--- src/rtl/irq_ctrl_pkg.sv ---
package irq_ctrl_pkg;
  localparam int N_SRC = 6;
  localparam int IDX_W = 3;
  localparam int N_PIN = 3;

  // source indices, index 0 most urgent
  localparam int SRC_DISP  = 0;
  localparam int SRC_EXTA  = 1;
  localparam int SRC_EXTB  = 2;
  localparam int SRC_TMR   = 3;
  localparam int SRC_TICK  = 4;
  localparam int SRC_VSYNC = 5;

  // register addresses
  localparam int REG_PEND = 0;
  localparam int REG_EN   = 1;
  localparam int REG_POL  = 2;
  localparam int REG_CTL  = 3;

  // control register bits
  localparam int CTL_GDIS  = 0;
  localparam int CTL_TGATE = 1;
endpackage

--- src/rtl/irq_edge_det.sv ---
module irq_edge_det #(
  parameter int STAGES = 2
) (
  input  logic clk,
  input  logic rst_n,
  input  logic pin_i,
  input  logic pol_i,
  input  logic resync_i,
  output logic edge_o
);
  logic [STAGES-1:0] sync_q, sync_d;
  logic              prev_q, prev_d;
  logic              hold_q, hold_d;
  logic              cur;

  assign cur = sync_q[STAGES-1];

  always_comb begin
    sync_d = {sync_q[STAGES-2:0], pin_i};
    prev_d = cur;
    hold_d = resync_i;
  end

  always_ff @(posedge clk or negedge rst_n) begin
    if (!rst_n) begin
      sync_q <= '0;
      prev_q <= 1'b0;
      hold_q <= 1'b0;
    end else begin
      sync_q <= sync_d;
      prev_q <= prev_d;
      hold_q <= hold_d;
    end
  end

  // pol 0: low-to-high, pol 1: high-to-low; blanked right after a polarity write
  always_comb begin
    if (hold_q)     edge_o = 1'b0;
    else if (pol_i) edge_o = prev_q & ~cur;
    else            edge_o = ~prev_q & cur;
  end

  AST_EDGE_ISOLATED: assert property (@(posedge clk) disable iff (!rst_n)
    edge_o |=> !edge_o);
endmodule

--- src/rtl/irq_tick_div.sv ---
module irq_tick_div #(
  parameter int DIV = 4096
) (
  input  logic clk,
  input  logic rst_n,
  output logic tick_o
);
  localparam int CW = (DIV > 1) ? $clog2(DIV) : 1;
  localparam logic [CW-1:0] LAST = CW'(DIV - 1);

  logic [CW-1:0] cnt_q, cnt_d;

  assign tick_o = (cnt_q == LAST);

  always_comb begin
    if (tick_o) cnt_d = '0;
    else        cnt_d = cnt_q + CW'(1);
  end

  always_ff @(posedge clk or negedge rst_n) begin
    if (!rst_n) cnt_q <= '0;
    else        cnt_q <= cnt_d;
  end

  AST_TICK_SPACING: assert property (@(posedge clk) disable iff (!rst_n)
    tick_o |=> !tick_o);
endmodule

--- src/rtl/irq_prio_enc.sv ---
module irq_prio_enc #(
  parameter int N = 6,
  parameter int W = 3
) (
  input  logic [N-1:0] req_i,
  output logic         valid_o,
  output logic [W-1:0] idx_o
);
  always_comb begin
    valid_o = |req_i;
    idx_o   = '0;
    for (int i = N - 1; i >= 0; i--) begin
      if (req_i[i]) idx_o = W'(i);
    end
  end
endmodule

--- src/rtl/irq_prio_ctrl.sv ---
module irq_prio_ctrl
  import irq_ctrl_pkg::*;
#(
  parameter int ADDR_W      = 8,
  parameter int DATA_W      = 8,
  parameter int TICK_DIV    = 4096,
  parameter int SYNC_STAGES = 2
) (
  input  logic              clk,
  input  logic              rst_n,
  input  logic              wr_en_i,
  input  logic [ADDR_W-1:0] wr_addr_i,
  input  logic [DATA_W-1:0] wr_data_i,
  input  logic              disp_done_i,
  input  logic              tmr_uflow_i,
  input  logic              pin_exta_i,
  input  logic              pin_extb_i,
  input  logic              pin_vsync_i,
  input  logic              ack_valid_i,
  input  logic [IDX_W-1:0]  ack_idx_i,
  output logic              irq_req_o,
  output logic [IDX_W-1:0]  irq_idx_o
);
  localparam logic [N_SRC-1:0] ONE = N_SRC'(1);

  logic [N_SRC-1:0] pend_q, pend_d;
  logic [N_SRC-1:0] en_q;
  logic [N_PIN-1:0] pol_q;
  logic             gdis_q, tgate_q;

  logic             we_pend, we_en, we_pol, we_ctl;
  logic [N_PIN-1:0] pins, edges;
  logic             tick;
  logic [N_SRC-1:0] set_vec, clr_vec, active;
  logic             any_act;

  // write decode
  always_comb begin
    we_pend = wr_en_i && (wr_addr_i == ADDR_W'(REG_PEND));
    we_en   = wr_en_i && (wr_addr_i == ADDR_W'(REG_EN));
    we_pol  = wr_en_i && (wr_addr_i == ADDR_W'(REG_POL));
    we_ctl  = wr_en_i && (wr_addr_i == ADDR_W'(REG_CTL));
  end

  // pin edge detectors: bit 0 pin A, bit 1 pin B, bit 2 vertical sync
  assign pins = {pin_vsync_i, pin_extb_i, pin_exta_i};

  for (genvar g = 0; g < N_PIN; g++) begin : g_pin
    irq_edge_det #(.STAGES(SYNC_STAGES)) u_edge (
      .clk      (clk),
      .rst_n    (rst_n),
      .pin_i    (pins[g]),
      .pol_i    (pol_q[g]),
      .resync_i (we_pol),
      .edge_o   (edges[g])
    );
  end

  irq_tick_div #(.DIV(TICK_DIV)) u_tick (
    .clk    (clk),
    .rst_n  (rst_n),
    .tick_o (tick)
  );

  // request latch next state: set wins over clear
  always_comb begin
    set_vec            = '0;
    set_vec[SRC_DISP]  = disp_done_i;
    set_vec[SRC_EXTA]  = edges[0];
    set_vec[SRC_EXTB]  = edges[1];
    set_vec[SRC_TMR]   = tmr_uflow_i;
    set_vec[SRC_TICK]  = tick & ~tgate_q;
    set_vec[SRC_VSYNC] = edges[2];

    clr_vec = '0;
    if (ack_valid_i) clr_vec = clr_vec | (ONE << ack_idx_i);
    if (we_pend)     clr_vec = clr_vec | ~wr_data_i[N_SRC-1:0];

    pend_d = (pend_q & ~clr_vec) | set_vec;
  end

  always_ff @(posedge clk or negedge rst_n) begin
    if (!rst_n) pend_q <= '0;
    else        pend_q <= pend_d;
  end

  always_ff @(posedge clk or negedge rst_n) begin
    if (!rst_n) begin
      en_q    <= '0;
      pol_q   <= '0;
      gdis_q  <= 1'b1;
      tgate_q <= 1'b0;
    end else begin
      if (we_en)  en_q  <= wr_data_i[N_SRC-1:0];
      if (we_pol) pol_q <= wr_data_i[N_PIN-1:0];
      if (we_ctl) begin
        gdis_q  <= wr_data_i[CTL_GDIS];
        tgate_q <= wr_data_i[CTL_TGATE];
      end
    end
  end

  // selection
  assign active = pend_q & en_q;

  irq_prio_enc #(.N(N_SRC), .W(IDX_W)) u_enc (
    .req_i   (active),
    .valid_o (any_act),
    .idx_o   (irq_idx_o)
  );

  assign irq_req_o = any_act & ~gdis_q;

  AST_IDX_PENDING: assert property (@(posedge clk) disable iff (!rst_n)
    irq_req_o |-> (pend_q[irq_idx_o] && en_q[irq_idx_o]));
  AST_NO_HIGHER: assert property (@(posedge clk) disable iff (!rst_n)
    irq_req_o |-> ((pend_q & en_q & ((ONE << irq_idx_o) - ONE)) == '0));
  AST_GDIS_BLOCKS: assert property (@(posedge clk) disable iff (!rst_n)
    (we_ctl && wr_data_i[CTL_GDIS]) |=> !irq_req_o);
  AST_ACK_CLEARS: assert property (@(posedge clk) disable iff (!rst_n)
    (ack_valid_i && (ack_idx_i < IDX_W'(N_SRC)) && !set_vec[ack_idx_i])
      |=> !pend_q[$past(ack_idx_i)]);
  AST_PEND_HOLD: assert property (@(posedge clk) disable iff (!rst_n)
    (!wr_en_i && !ack_valid_i) |=> ((pend_q & $past(pend_q)) == $past(pend_q)));
endmodule

--- config.mk ---
export PLATFORM = sky130hd
export DESIGN_NAME = irq_prio_ctrl
export DESIGN_NICKNAME = d
export VERILOG_FILES = /design/src/rtl/irq_ctrl_pkg.sv /design/src/rtl/irq_edge_det.sv /design/src/rtl/irq_tick_div.sv /design/src/rtl/irq_prio_enc.sv /design/src/rtl/irq_prio_ctrl.sv
export SDC_FILE = /design/constraint.sdc
export NUM_CORES = 1
export LEC_CHECK = 0
export BUFFER_PORTS_ARGS = -buffer_cell sky130_fd_sc_hd__buf_2
export CAP_MARGIN = 25
export CORE_UTILIZATION = 25
export CTS_BUF_LIST = sky130_fd_sc_hd__clkbuf_8 sky130_fd_sc_hd__clkbuf_16
export CTS_CLUSTER_SIZE = 24
export DETAILED_ROUTE_END_ITERATION = 7
export SKIP_LAST_GASP = 1
export SLEW_MARGIN = 10
export SYNTH_ARGS = -nofsm -noshare
export SYNTH_HDL_FRONTEND = slang
export SYNTH_SLANG_ARGS = --single-unit
--- constraint.sdc ---
create_clock -name clk -period 2.8 [get_ports clk]
set_clock_uncertainty 0.1 [all_clocks]
set_input_delay 0.42 -clock clk [delete_from_list [all_inputs] [get_ports clk]]
set_output_delay 0.42 -clock clk [all_outputs]
set_load 0.05 [all_outputs]
==> impl_summary.log <==
INFO  metric run_status = finished with violations
INFO  metric failed_checks = design-rule violations
INFO  metric fmax = 511 MHz
INFO  metric routed_wl = 3140 microns
INFO  metric cts_hold_buffers = 0
INFO  metric grt_use_total = 0.101
INFO  metric critical_path.startpoint_type = register
INFO  metric post-route-util = 0.312
INFO  metric grt_setup_unrepaired = no
INFO  metric ys_ff_latch = 39
INFO  metric max_slew_margin = 0.443
INFO  metric pwr-share-clk = 0.348
INFO  metric post_synth_main_area_contributors = sky130_fd_sc_hd__dfrtp_1 57%, sky130_fd_sc_hd__mux2_2 7.4%, sky130_fd_sc_hd__xor2_1 4.2%
INFO  metric post-route-drc-count = 9
INFO  metric die_h = 83.8 microns
INFO  metric max-vdd-ir-drop = 0.000258 V
INFO  metric leakage = 0.895 nW
INFO  metric switching_component_of_the_power = 0.000278 W
INFO  metric initial_utilization = 0.261
INFO  metric synthesized_net_count = 166
INFO  metric seq_area_frac_synth = 0.584
INFO  metric setup_viol_count_final = 0
INFO  metric buffer_ports.inserted = 29
INFO  metric placement.setup.worst_slack = 0.871 ns
INFO  metric timing.final.ws_setup = 0.842 ns
INFO  metric post_cts_setup_repair_buffer_count = 0
INFO  metric worst-slew-pin-transition = 0.835 ns
INFO  metric synth_top_area_cell = sky130_fd_sc_hd__dfrtp_1
INFO  metric synthesis.instances = 137
INFO  metric min_period = 1.96 ns
INFO  metric firstDrtPassIters = 6
INFO  metric netlist-cell-type-count = 33
INFO  metric dieArea = 7030 sq um
INFO  metric htree_num_levels = 2
INFO  metric seqPwrFrac = 0.556
INFO  metric switching_share = 0.259
INFO  metric num_io_pins = 32
INFO  metric cap_violations = 0
INFO  metric hold_path.class = in2async
INFO  metric tritoncts.num_buffers = 5
INFO  metric netlist.area_leader.share = 0.568
INFO  metric synth.yosys.warnings = 0
INFO  metric post_drt_wl_per_cell = 12.5 microns
INFO  metric commonest_non_fill_non_tap_cells_in_the_layout = 38 x sky130_fd_sc_hd__dfrtp_1, 29 x sky130_fd_sc_hd__buf_2, 16 x sky130_fd_sc_hd__nor2_1
INFO  metric drive_above_1_share = 0.322
INFO  metric critical_path_class = reg2out
INFO  metric clkSlewWorstSetupHoldPaths = 0.08 ns
INFO  metric floorplan.rows = 29
INFO  metric avgSynthCellArea = 12.2 sq um
INFO  metric antenna_cell_count = 0
INFO  metric cts.sink_count = 39
INFO  metric route.vias.total = 1,148
INFO  metric tritoncts = done
INFO  metric required = 2.28 ns
INFO  metric cp_max_fo = 3
INFO  metric root_buffer = sky130_fd_sc_hd__clkbuf_8
INFO  metric p_int = 0.000796 W
INFO  metric final_net_count = 202
INFO  metric worst_reg2reg_path_length_in_cells = 5
INFO  metric slew_violations = 0
INFO  metric cts_buffer_depth = 2
INFO  metric finalSetupTns = 0 ns
INFO  metric power.density_cell_area = 536 nW/um^2
INFO  metric pin_count_of_the_biggest_net_entering_global_routing = 40
INFO  metric grt_overflow = 0
INFO  metric area.growth.synth_to_final = 19.7%
INFO  metric post-layout-total-power = 0.00107 W
INFO  metric gp_congestion = 0.815
INFO  metric coreArea = 6420 sq um
INFO  metric clock_latency_on_the_worst_skew_pair = 0.30 ns
INFO  metric ant_nets = 0
INFO  metric avgViaCountPerCell = 4.57
INFO  metric combPwrFrac = 0.096
INFO  metric dp_hpwl = 2300 microns
INFO  metric layout_commonest_cell = sky130_fd_sc_hd__dfrtp_1
INFO  metric drt_first_iter_violations = 63
INFO  metric postCtsResizedCells = 0
INFO  metric final_hold_viol_count = 0
INFO  metric grt_antenna_before_repair = 0
INFO  metric wire_length_of_the_first_global_routing_pass = 5350 microns
INFO  metric die-width = 83.8 microns
INFO  metric finalCritPeriodShare = 0.699
INFO  metric holdWs = 0.119 ns
INFO  metric synth_area = 1670 sq um
INFO  metric first_global_vias = 1,122
INFO  metric worstPathArrival = 1.44 ns
INFO  metric endpoint_kind = output port
## kinds of logic (layout without fill, tap and decap cells)
kind of cell,Yosys count,count (layout),share of synthesized area
simple gates,55,55,0.200
flops,39,39,0.584
compound gates,21,21,0.0860
mux,11,11,0.0740
xor+xnor,9,9,0.0471
fa+ha+maj,1,1,0.00747
buf+inv,1,38,0.00224
## metrics by stage
| step | instance area (sq um) | cells |
|---|---|---|
| after floorplan | 1670 | 137 |
| after global placement | 1920 | 243 |
| after detailed placement | 1920 | 243 |
| after CTS | 2000 | 251 |
| after global routing | 2000 | 251 |
| final | 2000 | 251 |
## flip-flops by register name (all words and copies together), names as in the netlist
signal,flops
g_pin.u_edge.hold_q,1
pol_q,3
gdis_q,1
en_q,6
g_pin.u_edge.sync_q,6
u_tick.cnt_q,12
pend_q,6
tgate_q,1
g_pin.u_edge.prev_q,3
## synth_stat cells, drive strengths merged
| master | instances |
|---|---|
| o21ai | 5 |
| a21oi | 4 |
| or4 | 1 |
| nand4 | 4 |
| a31oi | 1 |
| nor2b | 3 |
| nor4bb | 1 |
| a32o | 1 |
| xor2 | 8 |
| mux2 | 11 |
| or2 | 1 |
| nand4b | 2 |
| dfstp | 1 |
| nand2 | 12 |
| inv | 1 |
| and3 | 2 |
| nor4 | 1 |
| nor3b | 1 |
| nor3 | 1 |
| ha | 1 |
| and4 | 1 |
| nand3 | 3 |
| nand2b | 4 |
| nand3b | 1 |
| nand4bb | 1 |
| xnor2 | 1 |
| o221ai | 6 |
| nor2 | 16 |
| dfrtp | 38 |
| a22oi | 4 |
## power by group through the flow
stage | logic, W | clock network (W) | registers [W]
final | 0.000103 | 0.000374 | 0.000597
after global routing | 0.000114 | 0.000415 | 0.000599
after CTS | 0.000105 | 0.000394 | 0.000597
after detailed placement | 0.000105 | 0 | 0.000608
after global placement | 0.000103 | 0 | 0.000607
after floorplan | 0.0000584 | 0 | 0.000604
## worst paths after layout
path | start | to | slack (ns)
worst min-delay path | rst_n | u_tick.cnt_q[1] | 0.12
min in group clk | pin_vsync_i | g_pin[2].u_edge.sync_q[0] | 0.12
worst min register to register | g_pin[2].u_edge.sync_q[0] | g_pin[2].u_edge.sync_q[1] | 0.25
worst max register to register | u_tick.cnt_q[0] | u_tick.cnt_q[7] | 0.87
worst max-delay path | pend_q[4] | irq_idx_o[0] | 0.84
max in group asynchronous | rst_n | en_q[3] | 1.95
## worst max-delay path, stage by stage (launching register included)
cell and delay, ns:
sky130_fd_sc_hd__dfrtp_1 0.38, sky130_fd_sc_hd__nand2_1 0.07, sky130_fd_sc_hd__a32o_1 0.26, sky130_fd_sc_hd__a22oi_1 0.17, sky130_fd_sc_hd__a21oi_1 0.05, sky130_fd_sc_hd__buf_2 0.21
## layer usage
metal	GRT usage	up-vias	wire length, microns
met5	0	-	0
met4	0.0408	0	49
met3	0.0475	6	161
met2	0.148	25	1390
met1	0.127	547	1550
li1	-	570	-
## final cells by class
class | instances | area [sq um]
Clock buffer | 5 | 68.8
Clock inverter | 3 | 20.0
Fill cell | 643 | 4420
Inverter | 1 | 3.75
Multi-Input combinational cell | 97 | 693
Sequential cell | 39 | 977
Tap cell | 77 | 96.3
Timing Repair Buffer | 29 | 145
Power figures use the tool's default switching activity.
